File: src/rtl/pwmt_pkg.sv
package pwmt_pkg;
   localparam int CB_RUN  = 0;
   localparam int CB_OUT  = 3;
   localparam int CB_ONE  = 4;
   localparam int CB_IEN  = 5;
   localparam int CB_STAT = 6;
   localparam int CB_HOLD = 7;
   localparam int CB_MIE  = 10;
   localparam int CB_EIE  = 11;
   localparam int CB_TOP  = 11;

   typedef enum logic [1:0] {
      SEL_CNT = 2'd0,
      SEL_MID = 2'd1,
      SEL_END = 2'd2,
      SEL_CTL = 2'd3
   } sel_e;

   typedef struct packed {
      logic run_en;
      logic out_en;
      logic one_shot;
      logic irq_en;
      logic cnt_hold;
      logic mid_ie;
      logic end_ie;
   } ctl_t;
endpackage

File: src/rtl/pwmt_core.sv
module pwmt_core #(
   parameter int CNT_W = 24
) (
   input  logic             clk,
   input  logic             rst_n,
   input  logic             wr_en,
   input  logic [1:0]       wr_sel,
   input  logic [CNT_W-1:0] wr_data,
   input  logic             run_en,
   input  logic             cnt_hold,
   output logic [CNT_W-1:0] cnt_q,
   output logic [CNT_W-1:0] mid_q,
   output logic [CNT_W-1:0] end_q,
   output logic [1:0]       hit
);
   import pwmt_pkg::*;

   localparam int NCMP = 2;

   logic             running;
   logic             cnt_wr;
   logic [CNT_W-1:0] ref_w [NCMP];
   logic             hit_u [NCMP];

   assign running = run_en & ~cnt_hold;
   assign cnt_wr  = wr_en & (wr_sel == SEL_CNT);

   // compare slot g sits at select g+1 (mid, then end)
   for (genvar g = 0; g < NCMP; g++) begin : g_cmp
      logic [CNT_W-1:0] r_q;
      always_ff @(posedge clk or negedge rst_n) begin
         if (!rst_n)
            r_q <= '0;
         else if (wr_en && (wr_sel == 2'(g + 1)))
            r_q <= wr_data;
      end
      assign ref_w[g] = r_q;
      assign hit_u[g] = running && (cnt_q == r_q);
   end

   assign mid_q = ref_w[0];
   assign end_q = ref_w[1];
   assign hit   = {hit_u[1], hit_u[0]};

   always_ff @(posedge clk or negedge rst_n) begin
      if (!rst_n)
         cnt_q <= '0;
      else if (cnt_wr)
         cnt_q <= wr_data;
      else if (cnt_hold)
         cnt_q <= '0;
      else if (run_en)
         cnt_q <= hit_u[1] ? '0 : cnt_q + 1'b1;
   end

   assert_step_R2: assert property (@(posedge clk) disable iff (!rst_n)
      (running && !hit_u[1] && !cnt_wr) |=> cnt_q == $past(cnt_q) + 1'b1);
   assert_wrap_R2: assert property (@(posedge clk) disable iff (!rst_n)
      (running && hit_u[1] && !cnt_wr) |=> cnt_q == '0);
   assert_hold_zero_R7: assert property (@(posedge clk) disable iff (!rst_n)
      (cnt_hold && !cnt_wr) |=> cnt_q == '0);
   assert_stopped_R9: assert property (@(posedge clk) disable iff (!rst_n)
      (!run_en && !cnt_hold && !cnt_wr) |=> $stable(cnt_q));
endmodule

File: src/rtl/pwmt_ctl.sv
module pwmt_ctl (
   input  logic            clk,
   input  logic            rst_n,
   input  logic            ctl_wr,
   input  pwmt_pkg::ctl_t  ctl_in,
   input  logic            stat_clr,
   input  logic [1:0]      hit,
   output pwmt_pkg::ctl_t  ctl_q,
   output logic            status_q
);
   import pwmt_pkg::*;

   logic set_evt;

   assign set_evt = ctl_q.irq_en &
                    ((ctl_q.mid_ie & hit[0]) | (ctl_q.end_ie & hit[1]));

   always_ff @(posedge clk or negedge rst_n) begin
      if (!rst_n)
         ctl_q <= '0;
      else if (ctl_wr)
         ctl_q <= ctl_in;
      else if (ctl_q.one_shot && hit[1])
         ctl_q.run_en <= 1'b0;
   end

   // a match in the clearing cycle wins so no event is lost
   always_ff @(posedge clk or negedge rst_n) begin
      if (!rst_n)
         status_q <= 1'b0;
      else if (set_evt)
         status_q <= 1'b1;
      else if (ctl_wr && stat_clr)
         status_q <= 1'b0;
   end

   assert_stat_hold_R6: assert property (@(posedge clk) disable iff (!rst_n)
      (status_q && !(ctl_wr && stat_clr)) |=> status_q);
   assert_gate_R4: assert property (@(posedge clk) disable iff (!rst_n)
      !ctl_q.irq_en |=> !$rose(status_q));
   assert_oneshot_R8: assert property (@(posedge clk) disable iff (!rst_n)
      (ctl_q.one_shot && hit[1] && !ctl_wr) |=> !ctl_q.run_en);
endmodule

File: src/rtl/pwm_cmp_timer.sv
module pwm_cmp_timer #(
   parameter int CNT_W  = 24,
   parameter int DATA_W = 32
) (
   input  logic              clk,
   input  logic              rst_n,
   input  logic              bus_we,
   input  logic [1:0]        bus_sel,
   input  logic [DATA_W-1:0] bus_wdata,
   output logic [DATA_W-1:0] bus_rdata,
   output logic              pwm_out,
   output logic              irq
);
   import pwmt_pkg::*;

   localparam int PAD_W = DATA_W - CNT_W;

   if (CNT_W < 2 || CNT_W >= DATA_W) begin : g_bad_cnt_w
      $error("pwm_cmp_timer: CNT_W must be in 2..DATA_W-1");
   end
   if (DATA_W <= CB_TOP) begin : g_bad_data_w
      $error("pwm_cmp_timer: DATA_W too small for control fields");
   end

   ctl_t             ctl_in;
   ctl_t             ctl_q;
   logic             status_q;
   logic             ctl_wr;
   logic [CNT_W-1:0] cnt_q;
   logic [CNT_W-1:0] mid_q;
   logic [CNT_W-1:0] end_q;
   logic [1:0]       hit;
   logic [DATA_W-1:0] ctl_word;
   logic             unused_wdata;

   assign unused_wdata = ^bus_wdata;
   assign ctl_wr = bus_we & (bus_sel == SEL_CTL);

   always_comb begin
      ctl_in.run_en   = bus_wdata[CB_RUN];
      ctl_in.out_en   = bus_wdata[CB_OUT];
      ctl_in.one_shot = bus_wdata[CB_ONE];
      ctl_in.irq_en   = bus_wdata[CB_IEN];
      ctl_in.cnt_hold = bus_wdata[CB_HOLD];
      ctl_in.mid_ie   = bus_wdata[CB_MIE];
      ctl_in.end_ie   = bus_wdata[CB_EIE];
   end

   pwmt_core #(.CNT_W(CNT_W)) u_core (
      .clk      (clk),
      .rst_n    (rst_n),
      .wr_en    (bus_we),
      .wr_sel   (bus_sel),
      .wr_data  (bus_wdata[CNT_W-1:0]),
      .run_en   (ctl_q.run_en),
      .cnt_hold (ctl_q.cnt_hold),
      .cnt_q    (cnt_q),
      .mid_q    (mid_q),
      .end_q    (end_q),
      .hit      (hit)
   );

   pwmt_ctl u_ctl (
      .clk      (clk),
      .rst_n    (rst_n),
      .ctl_wr   (ctl_wr),
      .ctl_in   (ctl_in),
      .stat_clr (bus_wdata[CB_STAT]),
      .hit      (hit),
      .ctl_q    (ctl_q),
      .status_q (status_q)
   );

   always_comb begin
      ctl_word          = '0;
      ctl_word[CB_RUN]  = ctl_q.run_en;
      ctl_word[CB_OUT]  = ctl_q.out_en;
      ctl_word[CB_ONE]  = ctl_q.one_shot;
      ctl_word[CB_IEN]  = ctl_q.irq_en;
      ctl_word[CB_STAT] = status_q;
      ctl_word[CB_HOLD] = ctl_q.cnt_hold;
      ctl_word[CB_MIE]  = ctl_q.mid_ie;
      ctl_word[CB_EIE]  = ctl_q.end_ie;
   end

   always_comb begin
      unique case (bus_sel)
         SEL_CNT: bus_rdata = {{PAD_W{1'b0}}, cnt_q};
         SEL_MID: bus_rdata = {{PAD_W{1'b0}}, mid_q};
         SEL_END: bus_rdata = {{PAD_W{1'b0}}, end_q};
         default: bus_rdata = ctl_word;
      endcase
   end

   assign pwm_out = ctl_q.out_en & (cnt_q >= mid_q);
   assign irq     = status_q & ctl_q.irq_en;

   assert_irq_hold_R5: assert property (@(posedge clk) disable iff (!rst_n)
      (irq && !ctl_wr) |=> irq);
   assert_pwm_off_R3: assert property (@(posedge clk) disable iff (!rst_n)
      !ctl_q.out_en |-> !pwm_out);
endmodule

File: config.mk
export PLATFORM = sky130hd
export DESIGN_NAME = pwm_cmp_timer
export DESIGN_NICKNAME = d
export VERILOG_FILES = /design/src/rtl/pwmt_pkg.sv /design/src/rtl/pwmt_core.sv /design/src/rtl/pwmt_ctl.sv /design/src/rtl/pwm_cmp_timer.sv
export SDC_FILE = /design/constraint.sdc
export NUM_CORES = 1
export LEC_CHECK = 0
export BUFFER_PORTS_ARGS = -buffer_cell sky130_fd_sc_hd__buf_4
export CAP_MARGIN = 10
export CORE_ASPECT_RATIO = 1.4
export CORE_MARGIN = 4
export CORE_UTILIZATION = 55
export DETAILED_ROUTE_END_ITERATION = 12
export PLACE_DENSITY = 0.74
export SYNTH_ARGS = -nofsm -noshare
export SYNTH_HDL_FRONTEND = slang
export SYNTH_SLANG_ARGS = --single-unit
File: constraint.sdc
create_clock -name clk -period 6.85 [get_ports clk]
set_clock_uncertainty 0.2 [all_clocks]
set_input_delay 0.3425 -clock clk [delete_from_list [all_inputs] [get_ports clk]]
set_output_delay 0.3425 -clock clk [all_outputs]
set_load 0.1 [all_outputs]
==> reports/metrics.cfg <==
[run_status]
status = finished, violations left
violations = negative hold slack

[timing]
period_minus_slack_ps = 3260
max_freq_mhz = 307
finalSetupViolCount = 0
worst_pin_slew_ps = 1040
fin_crit_sh_pct = 47.6
hold_slack_ps = -23.0
fin_tns_setup_ps = 0
slew_viol_final = 0
rsz0062_at_grt = false
relSlewSlack_pct = 30.7
hold_viol = 21

[critical_path]
cp_data_required_time_ps = 6870
crit_fanout = 43
cp_slowest_cell = o21ai_4
cp-start-kind = flip-flop
worstPathCellList = xor2_1, nor4_1, nand4_1, o21ai_4, o21ai_0, a221o_1
critPathMaxStageDelay_ps = 870
crit_arrival_ps = 3280
critical_path_class = flip-flop to flip-flop
end_kind = flip-flop

[drt]
post_drt_wl_per_cell_um = 19.9
drt-total-wl_mm = 13.0
drt_iter0_markers = 227
drt_drc_violations_left = 0
drt-vias-per-instance = 6.30
drt_first_pass_iters = 5
detail-route-antenna-nets = 0
vias = 4119

[cts]
clock_path_buffers = 2
cts_buffers = 9
clk_pin_slew_ps = 60
clock_latency_ps = 340
htreeDepth = 3
clock-sinks = 80
postCtsSetupRepairBufs = 0
cts_tree = built
cts_root_buffer = clkbuf_16
hold_buffers = 0
cts_resized = 0

[yosys]
yosysTopAreaCell = dfrtp_1
synth_cell_type_count = 51
yosysTopAreaCellShare_pct = 38.6
netlist_area_mm2 = 0.00518
ys_seq_elements = 80
synth.most_common_cell = dfrtp_1
synth_top_cells_by_count = 80 x dfrtp_1, 52 x mux2_2, 40 x nand2_1
avgSynthCellArea_um2 = 10.3
synth-seq-area-share_pct = 38.6
netlist_top_cells_area = dfrtp_1 39%, mux2_2 11%, ha_1 6.0%, xor2_1 3.9%, mux2i_1 3.5%
synth_edf_count = 0
synthArstFlopShare_pct = 100
yosys_warnings = 0
syn_inst = 502
synth_ff_type = dfrtp_1

[cells_and_area]
layout.cells.non_filler = 654
stdcell_area_mm2 = 0.00587
nFillCells = 770
register_area_mm2 = 0.00200
drive_above_1_share_pct = 25.8
syn_to_final_growth_pct = 13.4
diodes = 0
multi_input_comb_area_mm2 = 0.00289
layout.nets = 604

[min_path]
min_path_type = input port to asynchronous set/reset pin

[grt]
grt_start_max_net_pins = 81
grt-ovfl-total = 0
grt_pass1_vias = 4209
grtUsageTotal_pct = 24.6
grt_pass1_wl_mm = 21.6
antenna_found_initial = 0

[floorplanning]
die_w_um = 90.0
placement_rows = 41
boundaryPins = 71
start_util_pct = 56.7
die_y_um = 123
die_area_mm2 = 0.0111
coreArea_mm2 = 0.00913

[power]
p_per_area_mw_per_mm2 = 329
p_leak_nw = 2.78
ir_drop_uv = 170

[run]
cap_violations = 0

[placed_design]
port_buffers = 54
place.gp.congestion = 0.862
dp_cells = 638
dpl_cell_area_mm2 = 0.00557
hpwl_mm = 9.14

-- path summary, 6_finish.rpt --
kind / start / end / slack [ps] / depth (start not counted)
max: u_core.cnt_q[12]$_DFFE_PN0P_ / u_core.cnt_q[2]$_DFFE_PN0P_ / 3590 / 6
min: rst_n / u_core.end_q[18]$_DFFE_PN0P_ / -20 / 1
max reg2reg: u_core.cnt_q[12]$_DFFE_PN0P_ / u_core.cnt_q[2]$_DFFE_PN0P_ / 3590 / 6
min reg2reg: u_core.mid_q[6]$_DFFE_PN0P_ / u_core.mid_q[6]$_DFFE_PN0P_ / 310 / 2
max in group asynchronous: rst_n / u_core.cnt_q[9]$_DFFE_PN0P_ / 5790 / 1
min in group clk: bus_wdata[21] / u_core.end_q[21]$_DFFE_PN0P_ / 60 / 2
-- metal layers --
| layer | global-route usage (%) | routed length [um] | vias up |
|---|---|---|---|
| met5 | 0 | 0 | - |
| met4 | 11.4 | 468 | 0 |
| met3 | 5.03 | 622 | 33 |
| met2 | 41.4 | 6550 | 135 |
| met1 | 30.7 | 5350 | 2044 |
| li1 | - | - | 1907 |
-- worst max-delay path, delay by kind of cell, from the launching register on --
family,cells,cell delay (ps)
AO/OA/AOI/OAI,3,1440
XOR/XNOR,1,210
flip-flops,1,470
AND/OR/NAND/NOR,2,820
-- flip-flops by register name, indices dropped and copies added (netlist names) --
name            flops
u_core.cnt_q       24
u_core.end_q       24
u_core.mid_q       24
u_ctl.ctl_q         7
u_ctl.status_q      1
-- cell usage in the layout (no fill, tap or decap), drive strengths merged, types with 2 or more instances in the layout --
cell type,synthesis,routed
dfrtp,80,80
buf,23,59
mux2,52,52
o21ai,44,44
nand2,40,40
inv,28,28
ha,25,25
xor2,23,23
mux2i,18,18
nor2,14,14
nand3,13,13
clkbuf,14,13
nand4,10,10
a21o,10,10
a21oi,10,10
mux4,8,8
and2,8,8
o41ai,8,8
a221o,8,8
conb,1,8
nor4,8,8
nor2b,7,7
nor4b,7,7
nor3,7,7
and3,5,5
o211ai,4,4
a22oi,4,4
a22o,4,4
and4,3,3
a211o,3,3
nand3b,2,2
clkinv,0,2
or2,2,2
-- kinds of logic (layout without fill, tap and decap cells) --
kind of cell	Yosys count	count (layout)	share of synthesized area, %
other	1	8	0.0724
AND/OR/NAND/NOR	129	129	13.7
XOR/XNOR	24	24	4.06
adder cells (fa/ha/maj)	25	25	6.04
multiplexers	78	78	18.3
flip-flops	80	80	38.6
AO/OA/AOI/OAI	100	100	13.0
buffers and inverters	65	103	6.21
-- per-stage QoR --
stage	worst slack [ps]	hold slack, ps	total power, mW	util (%)
6_report	3590	-23.0	1.93	64.3
5_1_grt	3300	46.9	2.04	64.3
4_1_cts	3620	31.8	1.94	64.3
3_5_place_dp	3640	298	1.45	61.0
3_3_place_gp	3690	288	1.42	61.0
2_1_floorplan	3030	-153	1.27	-
-- final cells by class --
cell class	instances	share of cell area, %
multi-input combinational	364	49.2
sequential	80	34.1
timing repair buffer	59	7.54
tap	107	2.28
inverter	28	1.79
clock buffer	13	4.43
clock inverter	3	0.682
-- power breakdown --
part	switching, mW	total [mW]	internal (mW)
clock	0.187	0.488	0.301
combinational	0.483	0.741	0.258
sequential	0.136	0.703	0.567
total	0.806	1.93	1.13
No activity file was read; power rests on OpenSTA's default activity.
